File: config.mk
export PLATFORM = sky130hd
export DESIGN_NAME = dtc_monitor
export DESIGN_NICKNAME = d
export VERILOG_FILES = /design/src/rtl/dtc_pkg.sv /design/src/rtl/dtc_age_cnt.sv /design/src/rtl/dtc_bank_track.sv /design/src/rtl/dtc_rule_eval.sv /design/src/rtl/dtc_rd_pipe.sv /design/src/rtl/dtc_monitor.sv
export SDC_FILE = /design/constraint.sdc
export NUM_CORES = 1
export LEC_CHECK = 0
export BUFFER_PORTS_ARGS = -buffer_cell sky130_fd_sc_hd__buf_4
export CORE_UTILIZATION = 40
export CTS_CLUSTER_SIZE = 12
export DETAILED_ROUTE_END_ITERATION = 8
export HOLD_SLACK_MARGIN = 0.06
export PLACE_DENSITY_LB_ADDON = 0.25
export SLEW_MARGIN = 20
export SYNTH_ARGS = -nofsm -noshare
export SYNTH_HDL_FRONTEND = slang
export SYNTH_SLANG_ARGS = --single-unit
File: constraint.sdc
create_clock -name clk -period 2.18 [get_ports clk]
set_input_delay 0.327 -clock clk [delete_from_list [all_inputs] [get_ports clk]]
set_output_delay 0.327 -clock clk [all_outputs]
set_load 0.02 [all_outputs]
File: src/rtl/dtc_pkg.sv
package dtc_pkg;

    typedef enum logic [1:0] {
        OP_IDLE = 2'd0,
        OP_ACT  = 2'd1,
        OP_RD   = 2'd2,
        OP_PRE  = 2'd3
    } dtc_op_e;

    typedef enum logic [2:0] {
        RULE_NONE  = 3'd0,
        RULE_PROTO = 3'd1,
        RULE_RCD   = 3'd2,
        RULE_CC    = 3'd3,
        RULE_RAS   = 3'd4,
        RULE_RDP   = 3'd5,
        RULE_RC    = 3'd6,
        RULE_RP    = 3'd7
    } dtc_rule_e;

    // One flag per rule, evaluated for the command in the current slot.
    typedef struct packed {
        logic proto;
        logic rcd;
        logic cc;
        logic ras;
        logic rdp;
        logic rc;
        logic rp;
    } dtc_viol_t;

    function automatic int dtc_idx_w(input int n);
        return (n > 1) ? $clog2(n) : 1;
    endfunction

    function automatic int dtc_max2(input int a, input int b);
        return (a > b) ? a : b;
    endfunction

    // Protocol first, then timing rules in the order a command checks them.
    function automatic dtc_rule_e dtc_pick(input dtc_viol_t v);
        if (v.proto)    return RULE_PROTO;
        else if (v.rcd) return RULE_RCD;
        else if (v.cc)  return RULE_CC;
        else if (v.ras) return RULE_RAS;
        else if (v.rdp) return RULE_RDP;
        else if (v.rc)  return RULE_RC;
        else if (v.rp)  return RULE_RP;
        else            return RULE_NONE;
    endfunction

endpackage

File: src/rtl/dtc_age_cnt.sv
// Cycles since the last restart, holding at all-ones instead of wrapping.
module dtc_age_cnt #(
    parameter int W = 5
) (
    input  logic         clk,
    input  logic         rst,
    input  logic         restart_i,
    output logic [W-1:0] age_o
);
    localparam logic [W-1:0] AGE_MAX = '1;

    always_ff @(posedge clk) begin
        if (rst)
            age_o <= AGE_MAX;
        else if (restart_i)
            age_o <= W'(1);
        else if (age_o != AGE_MAX)
            age_o <= age_o + W'(1);
    end
endmodule

File: src/rtl/dtc_bank_track.sv
// Per-bank history: open row flag and three event ages.
module dtc_bank_track #(
    parameter int AGE_W = 5
) (
    input  logic             clk,
    input  logic             rst,
    input  logic             act_i,
    input  logic             rd_i,
    input  logic             pre_i,
    output logic             open_o,
    output logic [AGE_W-1:0] age_act_o,
    output logic [AGE_W-1:0] age_rd_o,
    output logic [AGE_W-1:0] age_pre_o
);
    always_ff @(posedge clk) begin
        if (rst)
            open_o <= 1'b0;
        else if (act_i)
            open_o <= 1'b1;
        else if (pre_i)
            open_o <= 1'b0;
    end

    dtc_age_cnt #(.W(AGE_W)) u_age_act (
        .clk(clk), .rst(rst), .restart_i(act_i), .age_o(age_act_o)
    );
    dtc_age_cnt #(.W(AGE_W)) u_age_rd (
        .clk(clk), .rst(rst), .restart_i(rd_i), .age_o(age_rd_o)
    );
    dtc_age_cnt #(.W(AGE_W)) u_age_pre (
        .clk(clk), .rst(rst), .restart_i(pre_i), .age_o(age_pre_o)
    );
endmodule

File: src/rtl/dtc_rule_eval.sv
// Combinational rule check of the current command against the chosen bank.
module dtc_rule_eval
    import dtc_pkg::*;
#(
    parameter int AGE_W = 5,
    parameter int T_RCD = 7,
    parameter int T_CC  = 4,
    parameter int T_RAS = 20,
    parameter int T_RDP = 5,
    parameter int T_RC  = 28,
    parameter int T_RP  = 8
) (
    input  dtc_op_e          op_i,
    input  logic             open_i,
    input  logic [AGE_W-1:0] age_act_i,
    input  logic [AGE_W-1:0] age_rd_i,
    input  logic [AGE_W-1:0] age_pre_i,
    input  logic [AGE_W-1:0] bus_rd_age_i,
    output dtc_viol_t        viol_o
);
    localparam logic [AGE_W-1:0] L_RCD = AGE_W'(T_RCD);
    localparam logic [AGE_W-1:0] L_CC  = AGE_W'(T_CC);
    localparam logic [AGE_W-1:0] L_RAS = AGE_W'(T_RAS);
    localparam logic [AGE_W-1:0] L_RDP = AGE_W'(T_RDP);
    localparam logic [AGE_W-1:0] L_RC  = AGE_W'(T_RC);
    localparam logic [AGE_W-1:0] L_RP  = AGE_W'(T_RP);

    always_comb begin
        viol_o = '0;
        unique case (op_i)
            OP_RD: begin
                viol_o.proto = !open_i;
                viol_o.rcd   = open_i && (age_act_i < L_RCD);
                viol_o.cc    = (bus_rd_age_i < L_CC);
            end
            OP_PRE: begin
                viol_o.ras = (age_act_i < L_RAS);
                viol_o.rdp = (age_rd_i < L_RDP);
            end
            OP_ACT: begin
                viol_o.proto = open_i;
                viol_o.rc    = (age_act_i < L_RC);
                viol_o.rp    = (age_pre_i < L_RP);
            end
            default: viol_o = '0;
        endcase
    end
endmodule

File: src/rtl/dtc_rd_pipe.sv
// Fixed-latency delay line carrying each read's tag to its data slot.
module dtc_rd_pipe #(
    parameter int DEPTH = 8,
    parameter int TAG_W = 3
) (
    input  logic             clk,
    input  logic             rst,
    input  logic             vld_i,
    input  logic [TAG_W-1:0] tag_i,
    output logic             vld_o,
    output logic [TAG_W-1:0] tag_o
);
    logic             vld_q [DEPTH];
    logic [TAG_W-1:0] tag_q [DEPTH];

    always_ff @(posedge clk) begin
        if (rst) begin
            for (int i = 0; i < DEPTH; i++) begin
                vld_q[i] <= 1'b0;
                tag_q[i] <= '0;
            end
        end else begin
            vld_q[0] <= vld_i;
            tag_q[0] <= tag_i;
            for (int i = 1; i < DEPTH; i++) begin
                vld_q[i] <= vld_q[i-1];
                tag_q[i] <= tag_q[i-1];
            end
        end
    end

    assign vld_o = vld_q[DEPTH-1];
    assign tag_o = tag_q[DEPTH-1];
endmodule

File: src/rtl/dtc_monitor.sv
module dtc_monitor
    import dtc_pkg::*;
#(
    parameter int NUM_DEV  = 2,
    parameter int NUM_BANK = 4,
    parameter int T_RCD    = 7,
    parameter int T_CC     = 4,
    parameter int T_RAS    = 20,
    parameter int T_RDP    = 5,
    parameter int T_RC     = 28,
    parameter int T_RP     = 8,
    parameter int T_CAC    = 8,
    parameter int REF_SKEW = 0,
    localparam int DEV_W   = dtc_idx_w(NUM_DEV),
    localparam int BANK_W  = dtc_idx_w(NUM_BANK)
) (
    input  logic              clk,
    input  logic              rst,
    input  logic [1:0]        cmd_op,
    input  logic [DEV_W-1:0]  cmd_dev,
    input  logic [BANK_W-1:0] cmd_bank,
    output logic              err_valid,
    output logic [2:0]        err_code,
    output logic [DEV_W-1:0]  err_dev,
    output logic [BANK_W-1:0] err_bank,
    output logic              data_expect,
    output logic [DEV_W-1:0]  data_dev,
    output logic [BANK_W-1:0] data_bank
);
    localparam int NB       = NUM_DEV * NUM_BANK;
    localparam int IDX_W    = dtc_idx_w(NB);
    localparam int NB_SLOTS = 1 << IDX_W;
    localparam int MAX_T    = dtc_max2(dtc_max2(dtc_max2(T_RCD, T_CC), dtc_max2(T_RAS, T_RDP)),
                                       dtc_max2(T_RC, T_RP));
    localparam int AGE_W    = dtc_idx_w(MAX_T + 1);
    localparam int DATA_LAT = T_CAC + REF_SKEW;
    localparam int TAG_W    = DEV_W + BANK_W;

    dtc_op_e          op;
    logic [IDX_W-1:0] idx;

    assign op  = dtc_op_e'(cmd_op);
    assign idx = IDX_W'(cmd_dev) * IDX_W'(NUM_BANK) + IDX_W'(cmd_bank);

    // Per-bank state, padded to a power of two so any index selects a slot.
    logic             slot_open    [NB_SLOTS];
    logic [AGE_W-1:0] slot_age_act [NB_SLOTS];
    logic [AGE_W-1:0] slot_age_rd  [NB_SLOTS];
    logic [AGE_W-1:0] slot_age_pre [NB_SLOTS];

    for (genvar s = 0; s < NB_SLOTS; s++) begin : g_slot
        if (s < NB) begin : g_live
            logic hit;
            assign hit = (idx == IDX_W'(s));
            dtc_bank_track #(.AGE_W(AGE_W)) u_trk (
                .clk       (clk),
                .rst       (rst),
                .act_i     (hit && (op == OP_ACT)),
                .rd_i      (hit && (op == OP_RD)),
                .pre_i     (hit && (op == OP_PRE)),
                .open_o    (slot_open[s]),
                .age_act_o (slot_age_act[s]),
                .age_rd_o  (slot_age_rd[s]),
                .age_pre_o (slot_age_pre[s])
            );
        end else begin : g_void
            assign slot_open[s]    = 1'b0;
            assign slot_age_act[s] = '1;
            assign slot_age_rd[s]  = '1;
            assign slot_age_pre[s] = '1;
        end
    end

    // Column bus read spacing is shared by every bank.
    logic [AGE_W-1:0] bus_rd_age;
    dtc_age_cnt #(.W(AGE_W)) u_bus_rd (
        .clk       (clk),
        .rst       (rst),
        .restart_i (op == OP_RD),
        .age_o     (bus_rd_age)
    );

    dtc_viol_t viol;
    dtc_rule_e rule_now;

    dtc_rule_eval #(
        .AGE_W (AGE_W),
        .T_RCD (T_RCD),
        .T_CC  (T_CC),
        .T_RAS (T_RAS),
        .T_RDP (T_RDP),
        .T_RC  (T_RC),
        .T_RP  (T_RP)
    ) u_eval (
        .op_i         (op),
        .open_i       (slot_open[idx]),
        .age_act_i    (slot_age_act[idx]),
        .age_rd_i     (slot_age_rd[idx]),
        .age_pre_i    (slot_age_pre[idx]),
        .bus_rd_age_i (bus_rd_age),
        .viol_o       (viol)
    );

    assign rule_now = dtc_pick(viol);

    always_ff @(posedge clk) begin
        if (rst) begin
            err_valid <= 1'b0;
            err_code  <= RULE_NONE;
            err_dev   <= '0;
            err_bank  <= '0;
        end else begin
            err_valid <= (rule_now != RULE_NONE);
            err_code  <= rule_now;
            err_dev   <= cmd_dev;
            err_bank  <= cmd_bank;
        end
    end

    logic [TAG_W-1:0] pipe_tag;
    dtc_rd_pipe #(.DEPTH(DATA_LAT), .TAG_W(TAG_W)) u_pipe (
        .clk   (clk),
        .rst   (rst),
        .vld_i (op == OP_RD),
        .tag_i ({cmd_dev, cmd_bank}),
        .vld_o (data_expect),
        .tag_o (pipe_tag)
    );
    assign {data_dev, data_bank} = pipe_tag;

endmodule

==> Implementation_results.wiki <==
{| class="wikitable"
! Metric !! Value
|-
| Result of the run || finished with violations
|-
| Violations in the final reports || negative setup slack
|-
| Slowest-stage cell, CP || sky130_fd_sc_hd__mux4_2
|-
| Largest stage delay on the critical path || 470 ps
|-
| Most common library cells after synthesis || sky130_fd_sc_hd__dfxtp_1, sky130_fd_sc_hd__o21ai_1, sky130_fd_sc_hd__nor2b_1
|-
| Number of gates on the worst path with buffers counted || 7
|-
| Overall track demand over capacity in global routing || 17.8%
|-
| Starting density of the core || 41.0%
|-
| Fraction of layout instances using a drive strength above 1 || 14.0%
|-
| Final-report setup violation count || 1
|-
| Largest fanout of any net on the critical path || 3
|-
| Hold depth || 2
|-
| Largest net degree at the start of global routing || 68
|-
| Cts bufs inserted || 17
|-
| Yosys reg bits || 169
|-
| Combinational family with the most area after synthesis || simple AND/OR/NAND/NOR gates
|-
| Least setup slack across all paths after layout || -17.5 ps
|-
| Cell breakdown of the critical path || mux4_2, mux2_4, a221oi_2, o211ai_1, o31a_1, o311a_2, nand2b_4
|-
| Cells taking the most area after synthesis || sky130_fd_sc_hd__dfxtp_1, sky130_fd_sc_hd__ha_1, sky130_fd_sc_hd__mux2i_1, sky130_fd_sc_hd__o21ai_1, sky130_fd_sc_hd__xnor2_1
|-
| Finished Cell Area || 8850 um2
|-
| Placed standard-cell area || 8220 um2
|-
| Most common flop cell mapped by yosys || sky130_fd_sc_hd__dfxtp_1
|-
| Post-Synthesis Cells || 768
|-
| HPWL after detailed placement || 12000 um
|-
| Post-synthesis instance area || 7690 um2
|-
| Layout overhead on the synthesized area || 15.1%
|-
| I/O pin total || 18
|-
| Total leakage power || 3.50 nW
|-
| Antenna fix cells || 0
|-
| Startpoint of the lowest-slack register-to-register path || g_slot[7].g_live.u_trk.u_age_act.age_o[3]
|-
| Tightest hold margin || 225 ps
|-
| Ratio of final minimum period to clock period || 101%
|-
| Critical path launch point type || flop
|-
| Area enclosed by the die boundary || 19800 um2
|-
| Maximum level of the CTS H-tree || 4
|-
| Count of buffer and inverter cells on the critical path || 0
|-
| Tightest slew margin relative to the limit || 60.7%
|-
| CP Class || flop to flop
|-
| IO Port Bufs || 17
|-
| Fraction of the yosys area taken by sequential cells || 44.0%
|-
| Count of unique library cells instantiated by Yosys || 53
|-
| DRC viols || 0
|-
| Setup clock skew after layout || 8.38 ps
|-
| Area fraction in and, or, nand and nor cells after synthesis || 16.2%
|-
| Routed Wire Length || 16500 um
|-
| Root buffer cell || sky130_fd_sc_hd__clkbuf_16
|-
| Worst Max-Slew Pin Slew || 585 ps
|-
| CTS sink cnt || 169
|-
| GR Overflow Total || 0
|-
| Min cycle time layout || 2200 ps
|-
| Clock transition at the register clock pins on the worst setup and hold paths after CTS || 70 ps
|-
| Portion of synthesized cell area occupied by the leading cell type || 44.0%
|-
| Most numerous cell in the Yosys netlist || sky130_fd_sc_hd__dfxtp_1
|-
| Element type at the critical path end || flop
|-
| Mux cell area share after synthesis || 9.92%
|-
| Vias || 5684
|-
| Iteration-0 DRC Markers || 377
|-
| Worst endpoint required time || 2510 ps
|-
| Detail Route Antenna Nets || 0
|-
| Total power || 0.0135 W
|-
| Max capacitance violation total || 0
|-
| Power density normalized to cell area || 1530 nW/um2
|-
| Peak clock frequency supported by timing || 455 MHz
|-
| Fin nets || 861
|-
| Post-Place Worst Slack || -167 ps
|-
| RSZ-0062 raised after global routing || yes
|-
| Global-route wire length before repair || 27800 um
|-
| Syn nets || 825
|-
| Number of global-route vias before repair || 5862
|-
| Launching instance or port of the critical path || g_slot[7].g_live.u_trk.u_age_act.age_o[3]
|-
| Die W || 141 um
|-
| Complex-gate fraction of the synthesized area || 10.5%
|-
| Post-detailed-route via-to-cell ratio || 5.41
|-
| Hold violation total from the final report || 0
|-
| Number of enable-type register cells in the synthesized netlist || 0
|-
| Clock Path Buffers || 2
|-
| Total number of yosys warnings || 0
|-
| Data arrival time of the critical path || 2520 ps
|-
| Adder-cell area share of the yosys netlist || 8.13%
|-
| Wirelength per Cell || 15.7 um
|-
| Synth Area in XOR/XNOR || 8.54%
|-
| Worst-Skew Late Latency || 440 ps
|-
| Maximum ir drop on the vdd rail || 0.000681 V
|-
| Placer's final routability congestion estimate || 0.877
|-
| Antenna violations before repair || 0
|-
| Post-Synthesis Mean Instance Area || 10.0 um2
|-
| FP Rows || 50
|-
| Top cell type by total area after synthesis || sky130_fd_sc_hd__dfxtp_1
|-
| Path depth of the worst reg2reg path || 7
|-
| Async set-or-reset flop fraction in the synthesized netlist || 0%
|-
| Placeable core area || 18800 um2
|-
| Final Slew Violations || 0
|-
| Clock tree from TritonCTS || built
|-
| Kind of path behind the tightest hold check || input port to flop
|-
| Total iterations of the first detailed-routing run || 5
|-
| Die extent in y || 141 um
|-
| Critical hold path startpoint || rst
|-
| Category of cells accounting for the largest share of critical-path delay || compound AO/OA/AOI/OAI gates
|-
| Minimum setup slack among reg-to-reg paths || -20 ps
|-
| Number of hold buffers added after CTS || 0
|}
-- layout make-up --
cell class              instances  area (um2)
multi-input cells             552        4110
repair buffers                 54         418
clock buffers                  17         425
fillers                      1748        9920
inverters                      10        37.5
clock inverters                15         180
well taps                     234         293
flip-flops and latches        169        3390
-- path summary, 6_finish.rpt --
kind,end
max,err_valid
min,g_slot[7].g_live.u_trk.open_o
max reg2reg,err_valid
min reg2reg,u_pipe.tag_q[0][20]
-- power by group --
| group | leakage [nW] | total [W] | internal, W | switching (W) |
|---|---|---|---|---|
| Clock | 0.291 | 0.00301 | 0.00155 | 0.00146 |
| Combinational | 1.81 | 0.00556 | 0.00298 | 0.00258 |
| Sequential | 1.40 | 0.00494 | 0.00406 | 0.000884 |
| Total | 3.50 | 0.0135 | 0.00859 | 0.00492 |
-- registers in the layout, indices dropped and copies added, names as in the netlist --
name and flops:
u_pipe.tag_q 23, err_bank 1, g_slot.g_live.u_trk.u_age_rd.age_o 40, u_pipe.vld_q 8, g_slot.g_live.u_trk.u_age_pre.age_o 40, err_valid 1, g_slot.g_live.u_trk.open_o 8, err_code 3
g_slot.g_live.u_trk.u_age_act.age_o 40, u_bus_rd.age_o 5
-- placed cells by master, fill, tap and decap left out, types with 4 or more instances in the layout --
cell,instances
sky130_fd_sc_hd__a21oi_1,9
sky130_fd_sc_hd__and3_1,25
sky130_fd_sc_hd__buf_4,53
sky130_fd_sc_hd__clkbuf_16,17
sky130_fd_sc_hd__clkinv_8,5
sky130_fd_sc_hd__dfxtp_1,165
sky130_fd_sc_hd__dfxtp_2,4
sky130_fd_sc_hd__ha_1,50
sky130_fd_sc_hd__inv_2,10
sky130_fd_sc_hd__inv_8,5
sky130_fd_sc_hd__mux2i_1,56
sky130_fd_sc_hd__mux4_2,6
sky130_fd_sc_hd__nand2_1,7
sky130_fd_sc_hd__nand2b_1,5
sky130_fd_sc_hd__nand3_1,18
sky130_fd_sc_hd__nand4b_1,21
sky130_fd_sc_hd__nor2_1,43
sky130_fd_sc_hd__nor2b_1,57
sky130_fd_sc_hd__nor3_1,15
sky130_fd_sc_hd__o21ai_0,9
sky130_fd_sc_hd__o21ai_1,103
sky130_fd_sc_hd__or3_1,17
sky130_fd_sc_hd__xnor2_1,45
sky130_fd_sc_hd__xor2_1,30
-- layer usage --
metal	global-route usage [%]	part of all wire, %	vias up
met5	0	0	-
met4	7.78	2.4	0
met3	4.08	2.9	32
met2	30.8	49	90
met1	21.0	46	2766
li1	-	-	2796
-- metrics by stage --
stage / util, % / instances / setup TNS [ps]
6_report: 47.2 / 1051 / -17.5
5_1_grt: 47.2 / 1051 / -62.0
3_3_place_gp: 43.8 / 1017 / -101
4_1_cts: 47.0 / 1049 / 0
2_1_floorplan: - / 768 / 0
3_5_place_dp: 43.8 / 1017 / -246
-- cell families (layout without fill, tap and decap cells) --
kind of cell             count (synthesis)  after routing
AND/OR/NAND/NOR                        217            217
flip-flops                             169            169
AO/OA/AOI/OAI                          144            144
XOR/XNOR                                75             75
multiplexers                            66             66
adder cells (fa/ha/maj)                 50             50
buffers and inverters                   47             96
-- timing repair --
item,in CTS,in global routing
setup buffers,0,2
setup endpoints to repair,1,1
pin swaps,0,1
gates cloned,0,0
gates resized for setup,3,5
Power figures use the tool's default switching activity.
